## config.mk

```make
export PLATFORM = sky130hd
export DESIGN_NAME = slack_rx
export DESIGN_NICKNAME = d
export VERILOG_FILES = /design/src/rtl/slack_pkg.sv /design/src/rtl/slack_fifo.sv /design/src/rtl/slack_flow_ctl.sv /design/src/rtl/slack_rx.sv
export SDC_FILE = /design/constraint.sdc
export NUM_CORES = 1
export LEC_CHECK = 0
export BUFFER_PORTS_ARGS = -buffer_cell sky130_fd_sc_hd__clkbuf_2
export CAP_MARGIN = 15
export CORE_UTILIZATION = 68
export DETAILED_ROUTE_END_ITERATION = 12
export GPL_ROUTABILITY_DRIVEN = 1
export PLACE_DENSITY_LB_ADDON = 0.15
export SLEW_MARGIN = 20
export SYNTH_ARGS = -nofsm -noshare
export SYNTH_HDL_FRONTEND = slang
export SYNTH_SLANG_ARGS = --single-unit
```

## constraint.sdc

```tcl
create_clock -name clk_i -period 6.3 [get_ports clk_i]
set_clock_uncertainty 0.15 [all_clocks]
set_input_delay 0.945 -clock clk_i [delete_from_list [all_inputs] [get_ports clk_i]]
set_output_delay 0.945 -clock clk_i [all_outputs]
set_load 0.01 [all_outputs]
```

## src/rtl/slack_pkg.sv

```systemverilog
package slack_pkg;
  typedef enum logic {LINK_GO = 1'b0, LINK_STOP = 1'b1} link_st_e;
endpackage

```

## src/rtl/slack_fifo.sv

```systemverilog
module slack_fifo #(
  parameter int W     = 8,
  parameter int DEPTH = 80,
  localparam int PW   = $clog2(DEPTH),
  localparam int CW   = $clog2(DEPTH + 1)
) (
  input  logic          clk_i,
  input  logic          rst_ni,
  input  logic [W-1:0]  wr_data_i,
  input  logic          wr_en_i,
  output logic [W-1:0]  rd_data_o,
  output logic          rd_valid_o,
  input  logic          rd_ready_i,
  output logic [CW-1:0] count_o,
  output logic          drop_o
);
  localparam logic [CW-1:0] FULL_C = CW'(DEPTH);
  localparam logic [PW-1:0] LAST_C = PW'(DEPTH - 1);

  logic [W-1:0]  mem_q [DEPTH];
  logic [PW-1:0] wr_ptr_q, rd_ptr_q;
  logic [CW-1:0] cnt_q;
  logic          full, push, pop;

  assign full       = (cnt_q == FULL_C);
  assign push       = wr_en_i && !full;
  assign pop        = rd_valid_o && rd_ready_i;
  assign drop_o     = wr_en_i && full;
  assign rd_valid_o = (cnt_q != '0);
  assign rd_data_o  = mem_q[rd_ptr_q];
  assign count_o    = cnt_q;

  always_ff @(posedge clk_i) begin
    if (push) mem_q[wr_ptr_q] <= wr_data_i;
  end

  always_ff @(posedge clk_i or negedge rst_ni) begin
    if (!rst_ni) begin
      wr_ptr_q <= '0;
      rd_ptr_q <= '0;
      cnt_q    <= '0;
    end else begin
      if (push) wr_ptr_q <= (wr_ptr_q == LAST_C) ? '0 : wr_ptr_q + 1'b1;
      if (pop)  rd_ptr_q <= (rd_ptr_q == LAST_C) ? '0 : rd_ptr_q + 1'b1;
      case ({push, pop})
        2'b10:   cnt_q <= cnt_q + 1'b1;
        2'b01:   cnt_q <= cnt_q - 1'b1;
        default: cnt_q <= cnt_q;
      endcase
    end
  end

  p_no_overflow_r7: assert property (@(posedge clk_i) disable iff (!rst_ni)
    cnt_q <= FULL_C);
  p_head_hold_r3: assert property (@(posedge clk_i) disable iff (!rst_ni)
    (rd_valid_o && !rd_ready_i) |=> (rd_valid_o && $stable(rd_data_o)));
  p_both_keeps_r8: assert property (@(posedge clk_i) disable iff (!rst_ni)
    (wr_en_i && rd_valid_o && rd_ready_i && !full) |=> $stable(cnt_q));
endmodule

```

## src/rtl/slack_flow_ctl.sv

```systemverilog
module slack_flow_ctl
  import slack_pkg::*;
#(
  parameter int DEPTH    = 80,
  parameter int STOP_LVL = 56,
  parameter int GO_LVL   = 40,
  localparam int CW      = $clog2(DEPTH + 1)
) (
  input  logic          clk_i,
  input  logic          rst_ni,
  input  logic [CW-1:0] count_i,
  input  logic          drop_i,
  output logic          req_o,
  output logic          stop_o,
  output logic          ovf_o
);
  localparam logic [CW-1:0] STOP_C = CW'(STOP_LVL);
  localparam logic [CW-1:0] GO_C   = CW'(GO_LVL);

  link_st_e st_q;
  logic     req_q, ovf_q;

  always_ff @(posedge clk_i or negedge rst_ni) begin
    if (!rst_ni) begin
      st_q  <= LINK_GO;
      req_q <= 1'b0;
      ovf_q <= 1'b0;
    end else begin
      req_q <= 1'b0;
      if (st_q == LINK_GO && count_i > STOP_C) begin
        st_q  <= LINK_STOP;
        req_q <= 1'b1;
      end else if (st_q == LINK_STOP && count_i < GO_C) begin
        st_q  <= LINK_GO;
        req_q <= 1'b1;
      end
      if (drop_i) ovf_q <= 1'b1;
    end
  end

  assign req_o  = req_q;
  assign stop_o = (st_q == LINK_STOP);
  assign ovf_o  = ovf_q;

  p_stop_cross_r4: assert property (@(posedge clk_i) disable iff (!rst_ni)
    (req_o && stop_o) |-> ($past(count_i) > STOP_C));
  p_go_cross_r5: assert property (@(posedge clk_i) disable iff (!rst_ni)
    (req_o && !stop_o) |-> ($past(count_i) < GO_C));
  p_single_pulse_r6: assert property (@(posedge clk_i) disable iff (!rst_ni)
    req_o |=> !req_o);
  p_state_change_r6: assert property (@(posedge clk_i) disable iff (!rst_ni)
    !req_o |=> (req_o || $stable(stop_o)));
  p_sticky_r7: assert property (@(posedge clk_i) disable iff (!rst_ni)
    ovf_o |=> ovf_o);
endmodule

```

## src/rtl/slack_rx.sv

```systemverilog
module slack_rx #(
  parameter int W        = 8,
  parameter int DEPTH    = 80,
  parameter int STOP_LVL = 56,
  parameter int GO_LVL   = 40
) (
  input  logic         clk_i,
  input  logic         rst_ni,
  input  logic [W-1:0] in_flit_i,
  input  logic         in_valid_i,
  output logic [W-1:0] out_flit_o,
  output logic         out_valid_o,
  input  logic         out_ready_i,
  output logic         ctl_req_o,
  output logic         ctl_stop_o,
  output logic         ovf_o
);
  localparam int CW = $clog2(DEPTH + 1);

  logic [CW-1:0] count;
  logic          drop;

  slack_fifo #(.W(W), .DEPTH(DEPTH)) u_fifo (
    .clk_i      (clk_i),
    .rst_ni     (rst_ni),
    .wr_data_i  (in_flit_i),
    .wr_en_i    (in_valid_i),
    .rd_data_o  (out_flit_o),
    .rd_valid_o (out_valid_o),
    .rd_ready_i (out_ready_i),
    .count_o    (count),
    .drop_o     (drop)
  );

  slack_flow_ctl #(.DEPTH(DEPTH), .STOP_LVL(STOP_LVL), .GO_LVL(GO_LVL)) u_ctl (
    .clk_i   (clk_i),
    .rst_ni  (rst_ni),
    .count_i (count),
    .drop_i  (drop),
    .req_o   (ctl_req_o),
    .stop_o  (ctl_stop_o),
    .ovf_o   (ovf_o)
  );

  p_valid_reset_r1: assert property (@(posedge clk_i) disable iff (!rst_ni)
    $rose(rst_ni) |-> !out_valid_o);
endmodule

```

==> metrics.txt <==
dpl hpwl=33.3 mm; max cap viols=0; layout cells sized above 1=19.4%; Net Count, Synth=1,378; die height=199 um; CTS tree=yes; IO Pins=24; # resized after CTS=0; Relative slew margins=23.6%; Final GP Congestion=0.862; TNS Setup=0 ns; status=completed; H-tree Lvls=3; Post-route DRC=0; Distinct cells, synth=48; commonest non-fill, non-tap cell in the layout=edfxtp_1; critical path's slowest cell=dfrtp_4; Internal=0.00858 W; chip width=199 um; EDFF count, synth=640; Sw Ratio=30.9%; first-pass GRT wire length=86.8 mm; ys async rst share=3.61%; HP Class=primary input to async pin; DRT iter0 DRCs=1,529; Cell Rows=71; Net Switching=0.00384 W; Leak Pwr=9.27 nW; initial antenna violation count=0; WP data required=5.20 ns; crit path DAT=4.11 ns; register area share after synthesis=75.1%; area of the multi-input gates=6130 um2; Synth Flop Type=edfxtp_1; Worst-Margin Slew=1.14 ns; Tcrit/Tclk final=82.6%; IO Port Bufs=23; kind of critical path=register to primary output; Final Setup Violations=0; cts hold-fix bufs=0; detailed-route wire length per cell=29.9 um; Post-Route WL=58.6 mm; clock share of power=29.6%; cells along the critical path=buf_4 > nor2b_1 > a22oi_1 > nand3_1 > nand4_1 > a2111oi_2 > a21oi_1 > clkbuf_2; CTS Buf Count=66; Reg area=19,800 um2; critical path startpoint category=register; clock latency on the worst-skew pair=0.58 ns; DR vias/cell=6.88; core area=37,900 um2; Final Critical Period=5.20 ns; via count=13,470; synthesized area=26,400 um2; largest net degree at the start of global routing=81; RSZ-0062 raised after global routing=no; Seq cells post-synth=664; Syn. warnings=0; most frequent cells in the layout=edfxtp_1 (640), mux4_2 (134), nor2_1 (105); hold slack=0.237 ns; nets=1,419; placed cell area=26,900 um2; Power Density=430 nW/um2; Area Growth Syn to Fin=9.49%; Mapped Avg Cell Area=19.5 um2; Final Hold Fails=0; max-slew violation total from the final report=0; post-route ant nets=0; Clock Tree Buf Depth=3; CP max stage delay=0.79 ns; peak supply drop=0.350 mV; combinational power share=26.5%; Root Driver=clkbuf_16; max frequency=192 MHz; Worst setup EP type=primary output; total track usage=31.3%; Crit Path Max Fanout=49; CTS clk-pin slew, worst paths=0.06 ns; Overflow after GRT=0; Die ar.=39,600 um2; FF-to-FF path depth=6; effective utilization at floorplan=69.6%; vias in the first global route=13,501; filler cell count=2,052; CTS Sinks=664; final instance area=28,900 um2; Post-CTS Setup Bufs=0; drt pass-1 iters=5; Mapped Cells=1,357; Seq pwr share=43.9%
==> power groups by stage <==
stage | clock (W) | combinational [W] | sequential [W]
after detailed placement | 0 | 0.00324 | 0.00553
after global placement | 0 | 0.00318 | 0.00552
after CTS | 0.00369 | 0.00328 | 0.00544
after global routing | 0.00385 | 0.00348 | 0.00549
final | 0.00368 | 0.00330 | 0.00545
after floorplan | 0 | 0.00264 | 0.00517
==> flip-flops by register name, indices dropped and copies added (netlist names) <==
| signal | count |
|---|---|
| u_ctl.req_o | 1 |
| u_fifo.wr_ptr_q | 7 |
| u_fifo.mem_q | 640 |
| u_fifo.count_o | 7 |
| u_ctl.stop_o | 1 |
| u_fifo.rd_ptr_q | 7 |
| u_ctl.ovf_o | 1 |
==> cell type report <==
type,count,area share (%)
sequential,664,68.6
multi-input combinational,611,21.2
clock buffer,83,6.19
tap,511,2.21
timing repair buffer,42,0.935
clock inverter,32,0.688
inverter,13,0.169
antenna,1,0.00866
==> metal layers <==
layer	track usage, %	wire length (um)
met5	0	0
met4	11.5	1880
met3	6.70	5660
met2	48.5	28400
met1	44.8	22600
==> stage by stage <==
step	setup WS [ns]	std cells	total power (W)	utilization, %
after CTS	1.12	1956	0.0124	76.2
after global routing	0.938	1956	0.0128	76.2
final	1.10	1957	0.0124	76.2
after global placement	1.85	1841	0.00870	71.0
after detailed placement	1.74	1841	0.00877	71.0
after floorplan	2.95	1357	0.00781	-
==> critical path, delay by kind of cell (launching register included) <==
kind / cells / cell delay [ns]
AOI/OAI and AO/OA: 3 / 1.03
buffers and inverters: 2 / 0.54
DFF: 1 / 0.79
and+or+nand+nor: 3 / 1.11
==> worst paths after layout <==
path	slack, ns	from	to
hold reg to reg	0.34	u_ctl.ovf_o	u_ctl.ovf_o
setup reg to reg	2.46	u_fifo.count_o[5]	u_fifo.mem_q[50][1]
min in group clk_i	0.34	u_ctl.ovf_o	u_ctl.ovf_o
max in group asynchronous	5.28	rst_ni	u_fifo.rd_ptr_q[1]
setup / recovery	1.10	u_fifo.rd_ptr_q[0]	out_flit_o[4]
hold / removal	0.24	rst_ni	u_ctl.req_o
==> synthesized netlist by cell type (2+ instances only) <==
library cell | number | area, um2
clkbuf_1 | 21 | 78.8
nor3b_1 | 6 | 45.0
buf_2 | 17 | 85.1
edfxtp_1 | 640 | 19200
buf_1 | 5 | 18.8
ha_1 | 8 | 100
nor2_1 | 105 | 394
o2111a_1 | 4 | 45.0
o2111ai_1 | 9 | 78.8
a21o_1 | 4 | 30.0
mux2i_1 | 77 | 771
nand4b_1 | 3 | 26.3
inv_1 | 12 | 45.0
nor2b_1 | 18 | 113
nand4_1 | 5 | 31.3
dfrtp_1 | 24 | 601
xor2_1 | 5 | 43.8
a21oi_1 | 19 | 95.1
nand3_1 | 23 | 115
o31ai_1 | 2 | 15.0
nand2_1 | 54 | 203
nand2b_1 | 11 | 68.8
a31oi_1 | 17 | 106
buf_4 | 18 | 135
mux2_2 | 12 | 135
nand3b_1 | 3 | 22.5
xnor2_1 | 8 | 70.1
o22ai_1 | 4 | 25.0
nor3_1 | 12 | 60.1
mux4_2 | 134 | 3020
and2_1 | 3 | 18.8
buf_6 | 8 | 90.1
o21ai_0 | 18 | 90.1
a211oi_1 | 7 | 52.6
o32a_1 | 3 | 30.0
a22oi_1 | 26 | 195
==> cell families after synthesis <==
| kind of cell | share of synthesized area [%] |
|---|---|
| buf+inv | 1.73 |
| xor+xnor | 0.431 |
| compound gates | 3.08 |
| flops | 75.1 |
| fa+ha+maj | 0.455 |
| mux | 15.0 |
| simple gates | 4.28 |
No activity file was read; power rests on OpenSTA's default activity.
